## src/rtl/seqMatchPkg.sv

```systemverilog
`timescale 1ns/1ps
package seqMatchPkg;

  // Strobes handed from the control module to the state datapath.
  typedef struct packed {
    logic armed;   // high from the first clock edge onward
    logic live;    // no kill this cycle: state activity may be seen
    logic step;    // qualifier high: transitions and links may fire
    logic launch;  // the start state counts as active this cycle
  } seqStrobeT;

endpackage

```

## src/rtl/seqCtrl.sv

```systemverilog
`timescale 1ns/1ps
module seqCtrl
  import seqMatchPkg::*;
(
  input  logic      clk,
  input  logic      trigIn,
  input  logic      killIn,
  input  logic      qualIn,
  output seqStrobeT strobe
);

  logic armedQ = 1'b0;

  always_ff @(posedge clk) armedQ <= 1'b1;

  always_comb begin
    strobe.armed  = armedQ;
    strobe.live   = ~killIn;
    strobe.step   = qualIn;
    // The start state has no flip-flop: it is active exactly when triggered.
    strobe.launch = trigIn & ~killIn & qualIn;
  end

endmodule

```

## src/rtl/seqDelayLine.sv

```systemverilog
`timescale 1ns/1ps
module seqDelayLine
  import seqMatchPkg::*;
#(
  parameter int DLY_MIN  = 1,
  parameter int DLY_MAX  = 3,
  parameter bit DLY_OPEN = 1'b0
) (
  input  logic      clk,
  input  seqStrobeT strobe,
  input  logic      term0In,
  input  logic      term1In,
  output logic      hitOut
);

  // Stage 0 is where term0 was seen; stage i is i cycles later.
  localparam int LAST = DLY_OPEN ? DLY_MIN : DLY_MAX;

  function automatic logic [LAST:0] calcFlopMask();
    logic [LAST:0] m;
    for (int i = 0; i <= LAST; i++) m[i] = (i > 0) || (DLY_OPEN && DLY_MIN == 0);
    return m;
  endfunction

  // Stages without an incoming edge are held at constant zero.
  localparam logic [LAST:0] FLOP_MASK = calcFlopMask();

  logic [LAST:0] stageQ = '0;
  logic [LAST:0] stageAct;
  logic [LAST:0] stageNext;

  always_comb begin
    stageAct[0]  = (stageQ[0] & strobe.live) | (strobe.launch & term0In);
    stageNext[0] = (DLY_OPEN && DLY_MIN == 0) ? (stageAct[0] & strobe.step) : 1'b0;
    for (int i = 1; i <= LAST; i++) begin
      stageAct[i] = stageQ[i] & strobe.live;
      // Optional stages are bypassed by a same-cycle link from the previous one.
      if (!DLY_OPEN && i > DLY_MIN) stageAct[i] = stageAct[i] | (stageAct[i-1] & strobe.step);
      stageNext[i] = stageAct[i-1] & strobe.step;
      // Unbounded delay: the minimum stage keeps itself alive.
      if (DLY_OPEN && i == DLY_MIN) stageNext[i] = stageNext[i] | (stageAct[i] & strobe.step);
    end
  end

  always_ff @(posedge clk) stageQ <= stageNext & FLOP_MASK;

  assign hitOut = stageAct[LAST] & term1In & strobe.step;

  a_r7_delay_flush: assert property (@(posedge clk) disable iff (!strobe.armed)
    !strobe.live |=> (stageQ == '0));

  a_r8_delay_flush: assert property (@(posedge clk) disable iff (!strobe.armed)
    !strobe.step |=> (stageQ == '0));

endmodule

```

## src/rtl/seqRepeatLine.sv

```systemverilog
`timescale 1ns/1ps
module seqRepeatLine
  import seqMatchPkg::*;
#(
  parameter int REP_MIN  = 2,
  parameter int REP_MAX  = 3,
  parameter bit REP_OPEN = 1'b0
) (
  input  logic      clk,
  input  seqStrobeT strobe,
  input  logic      hitIn,
  input  logic      term2In,
  output logic      matchOut
);

  localparam int LAST = REP_OPEN ? REP_MIN : REP_MAX;

  // copyQ[i]: waiting to see the i-th term2; endAct[i]: i-th copy seen now.
  logic [LAST:1] copyQ = '0;
  logic          loopQ = 1'b0;
  logic [LAST:1] copyNext;
  logic [LAST:0] endAct;
  logic          loopAct;
  logic          loopNext;

  always_comb begin
    loopAct   = loopQ & strobe.live & term2In & strobe.step;
    endAct[0] = hitIn;
    for (int i = 1; i <= LAST; i++) begin
      endAct[i] = copyQ[i] & strobe.live & term2In & strobe.step;
      // Optional copies may be skipped through a link from the previous end.
      if (!REP_OPEN && i > REP_MIN) endAct[i] = endAct[i] | (endAct[i-1] & strobe.step);
      // Unbounded: an extra copy links back onto the minimum end.
      if (REP_OPEN && i == REP_MIN) endAct[i] = endAct[i] | (loopAct & strobe.step);
      copyNext[i] = endAct[i-1] & strobe.step;
    end
    loopNext = REP_OPEN ? (endAct[REP_MIN] & strobe.step) : 1'b0;
  end

  always_ff @(posedge clk) begin
    copyQ <= copyNext;
    loopQ <= loopNext;
  end

  generate
    if (REP_OPEN) begin : gOpenEnd
      assign matchOut = endAct[REP_MIN];
    end else begin : gBoundEnd
      assign matchOut = endAct[REP_MAX];
    end
  endgenerate

  a_r1_match_needs_term2: assert property (@(posedge clk) disable iff (!strobe.armed)
    matchOut |-> term2In);

  a_r7_no_match_on_kill: assert property (@(posedge clk) disable iff (!strobe.armed)
    !strobe.live |-> !matchOut);

  a_r8_no_match_unqualified: assert property (@(posedge clk) disable iff (!strobe.armed)
    !strobe.step |-> !matchOut);

  a_r7_repeat_flush: assert property (@(posedge clk) disable iff (!strobe.armed)
    !strobe.live |=> (copyQ == '0 && !loopQ));

endmodule

```

## src/rtl/seqDatapath.sv

```systemverilog
`timescale 1ns/1ps
module seqDatapath
  import seqMatchPkg::*;
#(
  parameter int DLY_MIN  = 1,
  parameter int DLY_MAX  = 3,
  parameter bit DLY_OPEN = 1'b0,
  parameter int REP_MIN  = 2,
  parameter int REP_MAX  = 3,
  parameter bit REP_OPEN = 1'b0
) (
  input  logic      clk,
  input  seqStrobeT strobe,
  input  logic      term0In,
  input  logic      term1In,
  input  logic      term2In,
  output logic      matchOut
);

  logic term1Hit;

  seqDelayLine #(
    .DLY_MIN (DLY_MIN),
    .DLY_MAX (DLY_MAX),
    .DLY_OPEN(DLY_OPEN)
  ) i_delay (
    .clk    (clk),
    .strobe (strobe),
    .term0In(term0In),
    .term1In(term1In),
    .hitOut (term1Hit)
  );

  seqRepeatLine #(
    .REP_MIN (REP_MIN),
    .REP_MAX (REP_MAX),
    .REP_OPEN(REP_OPEN)
  ) i_repeat (
    .clk     (clk),
    .strobe  (strobe),
    .hitIn   (term1Hit),
    .term2In (term2In),
    .matchOut(matchOut)
  );

endmodule

```

## src/rtl/seqMatcher.sv

```systemverilog
`timescale 1ns/1ps
module seqMatcher
  import seqMatchPkg::*;
#(
  parameter int DLY_MIN  = 1,
  parameter int DLY_MAX  = 3,
  parameter bit DLY_OPEN = 1'b0,
  parameter int REP_MIN  = 2,
  parameter int REP_MAX  = 3,
  parameter bit REP_OPEN = 1'b0
) (
  input  logic clk,
  input  logic trigIn,
  input  logic killIn,
  input  logic qualIn,
  input  logic term0In,
  input  logic term1In,
  input  logic term2In,
  output logic matchOut
);

  seqStrobeT strobe;

  seqCtrl i_ctrl (
    .clk   (clk),
    .trigIn(trigIn),
    .killIn(killIn),
    .qualIn(qualIn),
    .strobe(strobe)
  );

  seqDatapath #(
    .DLY_MIN (DLY_MIN),
    .DLY_MAX (DLY_MAX),
    .DLY_OPEN(DLY_OPEN),
    .REP_MIN (REP_MIN),
    .REP_MAX (REP_MAX),
    .REP_OPEN(REP_OPEN)
  ) i_datapath (
    .clk     (clk),
    .strobe  (strobe),
    .term0In (term0In),
    .term1In (term1In),
    .term2In (term2In),
    .matchOut(matchOut)
  );

endmodule

```

## config.mk

```make
export PLATFORM = sky130hd
export DESIGN_NAME = seqMatcher
export DESIGN_NICKNAME = d
export VERILOG_FILES = /design/src/rtl/seqMatchPkg.sv /design/src/rtl/seqCtrl.sv /design/src/rtl/seqDelayLine.sv /design/src/rtl/seqRepeatLine.sv /design/src/rtl/seqDatapath.sv /design/src/rtl/seqMatcher.sv
export SDC_FILE = /design/constraint.sdc
export NUM_CORES = 1
export LEC_CHECK = 0
export CORE_AREA = 4 4 41 43
export DETAILED_ROUTE_END_ITERATION = 12
export DIE_AREA = 0 0 45 47
export PLACE_DENSITY = 0.3
export SLEW_MARGIN = 10
export SYNTH_ARGS = -nofsm -noshare
export SYNTH_HDL_FRONTEND = slang
export SYNTH_SLANG_ARGS = --single-unit
export TNS_END_PERCENT = 1
```

## constraint.sdc

```tcl
create_clock -name clk -period 1.2 [get_ports clk]
set_input_delay 0.18 -clock clk [delete_from_list [all_inputs] [get_ports clk]]
set_output_delay 0.18 -clock clk [all_outputs]
set_load 0.01 [all_outputs]
```

==> metrics.md <==
| Metric | Value |
|---|---|
| Status | `complete, no violations` |
| Total CTS buffers | `3` |
| IO Count | `8` |
| Vias per std cell | `around 3.7` |
| Worst Hold Endpoint | `i_datapath.i_delay.stageQ[3]$_DFF_P_` |
| Layout Cells excl Fill | `41` |
| Clock transition at path regs | `approximately 40 ps` |
| Sequential Power Share | `48.6%` |
| Crit Reg-Reg Endpoint | `i_datapath.i_repeat.copyQ[1]$_DFF_P_` |
| Met2 WL | `approximately 150 µm` |
| First-pass DRT Iterations | `2` |
| Post-CTS setup buffer count | `0` |
| CP Cell Sequence | `clkdlybuf4s50_1, o211a_1, buf_2` |
| Worst path max stage delay | `480 ps` |
| # nets final | `35` |
| Avg Cell Area, Syn | `between 10 and 15 µm²` |
| Multi-input gate area | `67.6 µm²` |
| CP delay by family, top | `buffers and inverters` |
| Clock Path Buffers | `2` |
| Worst Skew | `0.302 ps` |
| Worst setup margin | `98.7 ps` |
| Max Clock Freq | `0.908 GHz` |
| Fill cells | `153` |
| Worst EP arrival | `920 ps` |
| Synth cell types | `7` |
| Total routing usage reported by global routing | `5.07%` |
| #FFs+latches synth | `6` |
| WL/cell | `9.10 µm` |
| Overall Power | `0.000418 W` |
| Placed cells | `38` |
| Minimum clock period | `1100 ps` |
| First-pass GRT wire length | `696 µm` |
| Reg-to-reg startpoint | `i_datapath.i_delay.stageQ[1]$_DFF_P_` |
| Routed WL | `373 µm` |
| CP endpoint kind | `primary output` |
| Switching share of power | `a little under a fifth` |
| CP Buf/Inv Count | `2` |
| Post-place instance area | `292 µm²` |
| Port bufs | `7` |
| Power density cells | `~1300 nW/µm²` |
| Mapped Area | `188 µm²` |
| Clock share of power | `between 40% and 50%` |
| Die Area | `2120 µm²` |
| Core footprint | `between 1000 and 1500 µm²` |
| GP Congestion | `0.581` |
| Worst hold path class | `input port to register` |
| Cells after synthesis | `14` |
| Metal3 WL | `46 µm` |
| Vias in the first global route | `194` |
| Max rail drop VDD | `about 0.00044 V` |
| CP Depth | `3` |
| Final hold violations | `0` |
| Sequential share of the synthesized area | `64.0%` |
| Final Util | `23.8%` |
| R2R setup slack | `between 400 and 500 ps` |
| Initial antenna violation count | `0` |
| Min-delay src | `killIn` |
| Vias | `about 150` |
| GRT overflow | `0` |
| Root Buffer | `clkbuf_4` |
| DRC violation count after routing | `0` |
| M1 WL | `172 µm` |
| Most frequent cells in the layout | `6 x dfxtp_1, 4 x clkdlybuf4s50_1, 3 x and3_1, 3 x clkbuf_4, 2 x buf_4` |
| Max Cap Viol | `0` |
| Iteration-0 DRC Markers | `7` |
| Die Y | `47 µm` |
| Pint | `0.000338 W` |
| Layout area overhead | `65.3%` |
| Period Utilization, post-route | `between 90% and 100%` |
| CTS tree | `done` |
| RSZ-0062 raised after global routing | `false` |
| Seq. cell area | `~120 µm²` |
| Ant diodes | `0` |
| Commonest non-fill, non-tap cell in the layout | `dfxtp_1` |
| Die X | `45 µm` |
| Final instance area | `310 µm²` |
| Worst path required time | `1020 ps` |
| Setup Crit Path Kind | `input port to primary output` |
| Insertion delay of the later-clocked pin in the worst-skew pair | `240 ps` |
| Starting density of the core | `14.4%` |
| Pre-CTS WS | `-424 ps` |
| Finish-stage setup viols | `0` |
| Share of cells above drive strength 1 | `30.8%` |
| Post-Syn Nets | `21` |
| Combinational Power Share | `7.5%` |
| ANT nets after route | `0` |
| Leak Pwr | `0.173 nW` |
| R2R depth | `1` |
| Largest net degree at the start of global routing | `7` |
| Standard-cell rows | `13` |
| Fin. max-slew vios | `0` |
| Crit path max fanout | `2` |
| H-tree levels | `1` |
| Hold depth | `4` |
| Synth warn | `0` |
| Switch Pwr | `a little under 0.00008 W` |
| Worst setup SP type | `input port` |
| TritonCTS sink count | `6` |
| Crit path max-delay cell type | `clkdlybuf4s50_1` |
| Worst-margin pin slew | `119 ps` |
| Relative max-transition margin | `92.1%` |
| Highest Signal Layer | `met3` |
==> cell usage after synthesis (all sizes together) <==
| master | number | share of area (%) |
|---|---|---|
| and2 | 1 | 4.0 |
| dfxtp | 6 | 64 |
| o311a | 1 | 5.3 |
| and3 | 3 | 10 |
| o21a | 1 | 4.0 |
| o211a | 1 | 5.3 |
| nor2b | 1 | 7.3 |
==> routing by layer <==
metal  vias up  global-route usage (%)
met2         8                    6.50
met3         0                    3.83
met4         0                    5.26
met1        68                    5.05
li1         77                       -
met5         -                       0
==> through the flow <==
| stage | TNS, ps | hold slack [ps] |
|---|---|---|
| after floorplan | 0 | 311 |
| after global routing | 0 | 412 |
| final | 0 | 398 |
| after global placement | -419 | 447 |
| after CTS | 0 | 455 |
| after detailed placement | -424 | 448 |
==> state kept, by name (all words and copies together) (netlist names) <==
signal and flops:
i_datapath.i_repeat.copyQ 3, i_datapath.i_delay.stageQ 3
==> timing repair <==
item,4_1_cts,5_1_grt
gates resized for setup,5,1
hold endpoints to repair,0,0
pin swaps,1,0
hold buffers,0,0
endpoints found under the setup margin,1,1
==> worst max-delay path by stage <==
stage,start,end
floorplan,i_datapath.i_delay.stageQ[1]$_DFF_P_,i_datapath.i_repeat.copyQ[1]$_DFF_P_
global placement,qualIn,matchOut
detailed placement,qualIn,matchOut
CTS,killIn,matchOut
global route,term2In,matchOut
finish,term2In,matchOut
==> power by group through the flow <==
stage / registers (W) / logic, W / clock network [W]
finish: 0.000203 / 0.0000314 / 0.000183
CTS: 0.000203 / 0.0000325 / 0.000196
floorplan: 0.000206 / 0.00000635 / 0
global route: 0.000203 / 0.0000340 / 0.000204
detailed placement: 0.000207 / 0.0000333 / 0
global placement: 0.000207 / 0.0000328 / 0
==> kinds of logic after synthesis <==
logic type / after synthesis / share of synthesized area (%)
compound gates: 3 / 14.7
flops: 6 / 64.0
simple gates: 5 / 21.3
==> area by class of cell <==
type | instances | area share (%)
flip-flops and latches | 6 | 38.7
multi-input cells | 8 | 21.8
well taps | 15 | 6.05
repair buffers | 9 | 26.2
clock buffers | 3 | 7.26
==> tightest hold or removal path, stage by stage <==
cell and delay, ps:
dlymetal6s2s_1 120, nor2b_4 50, buf_4 140, o21a_1 90
No activity file was read; power rests on OpenSTA's default activity.
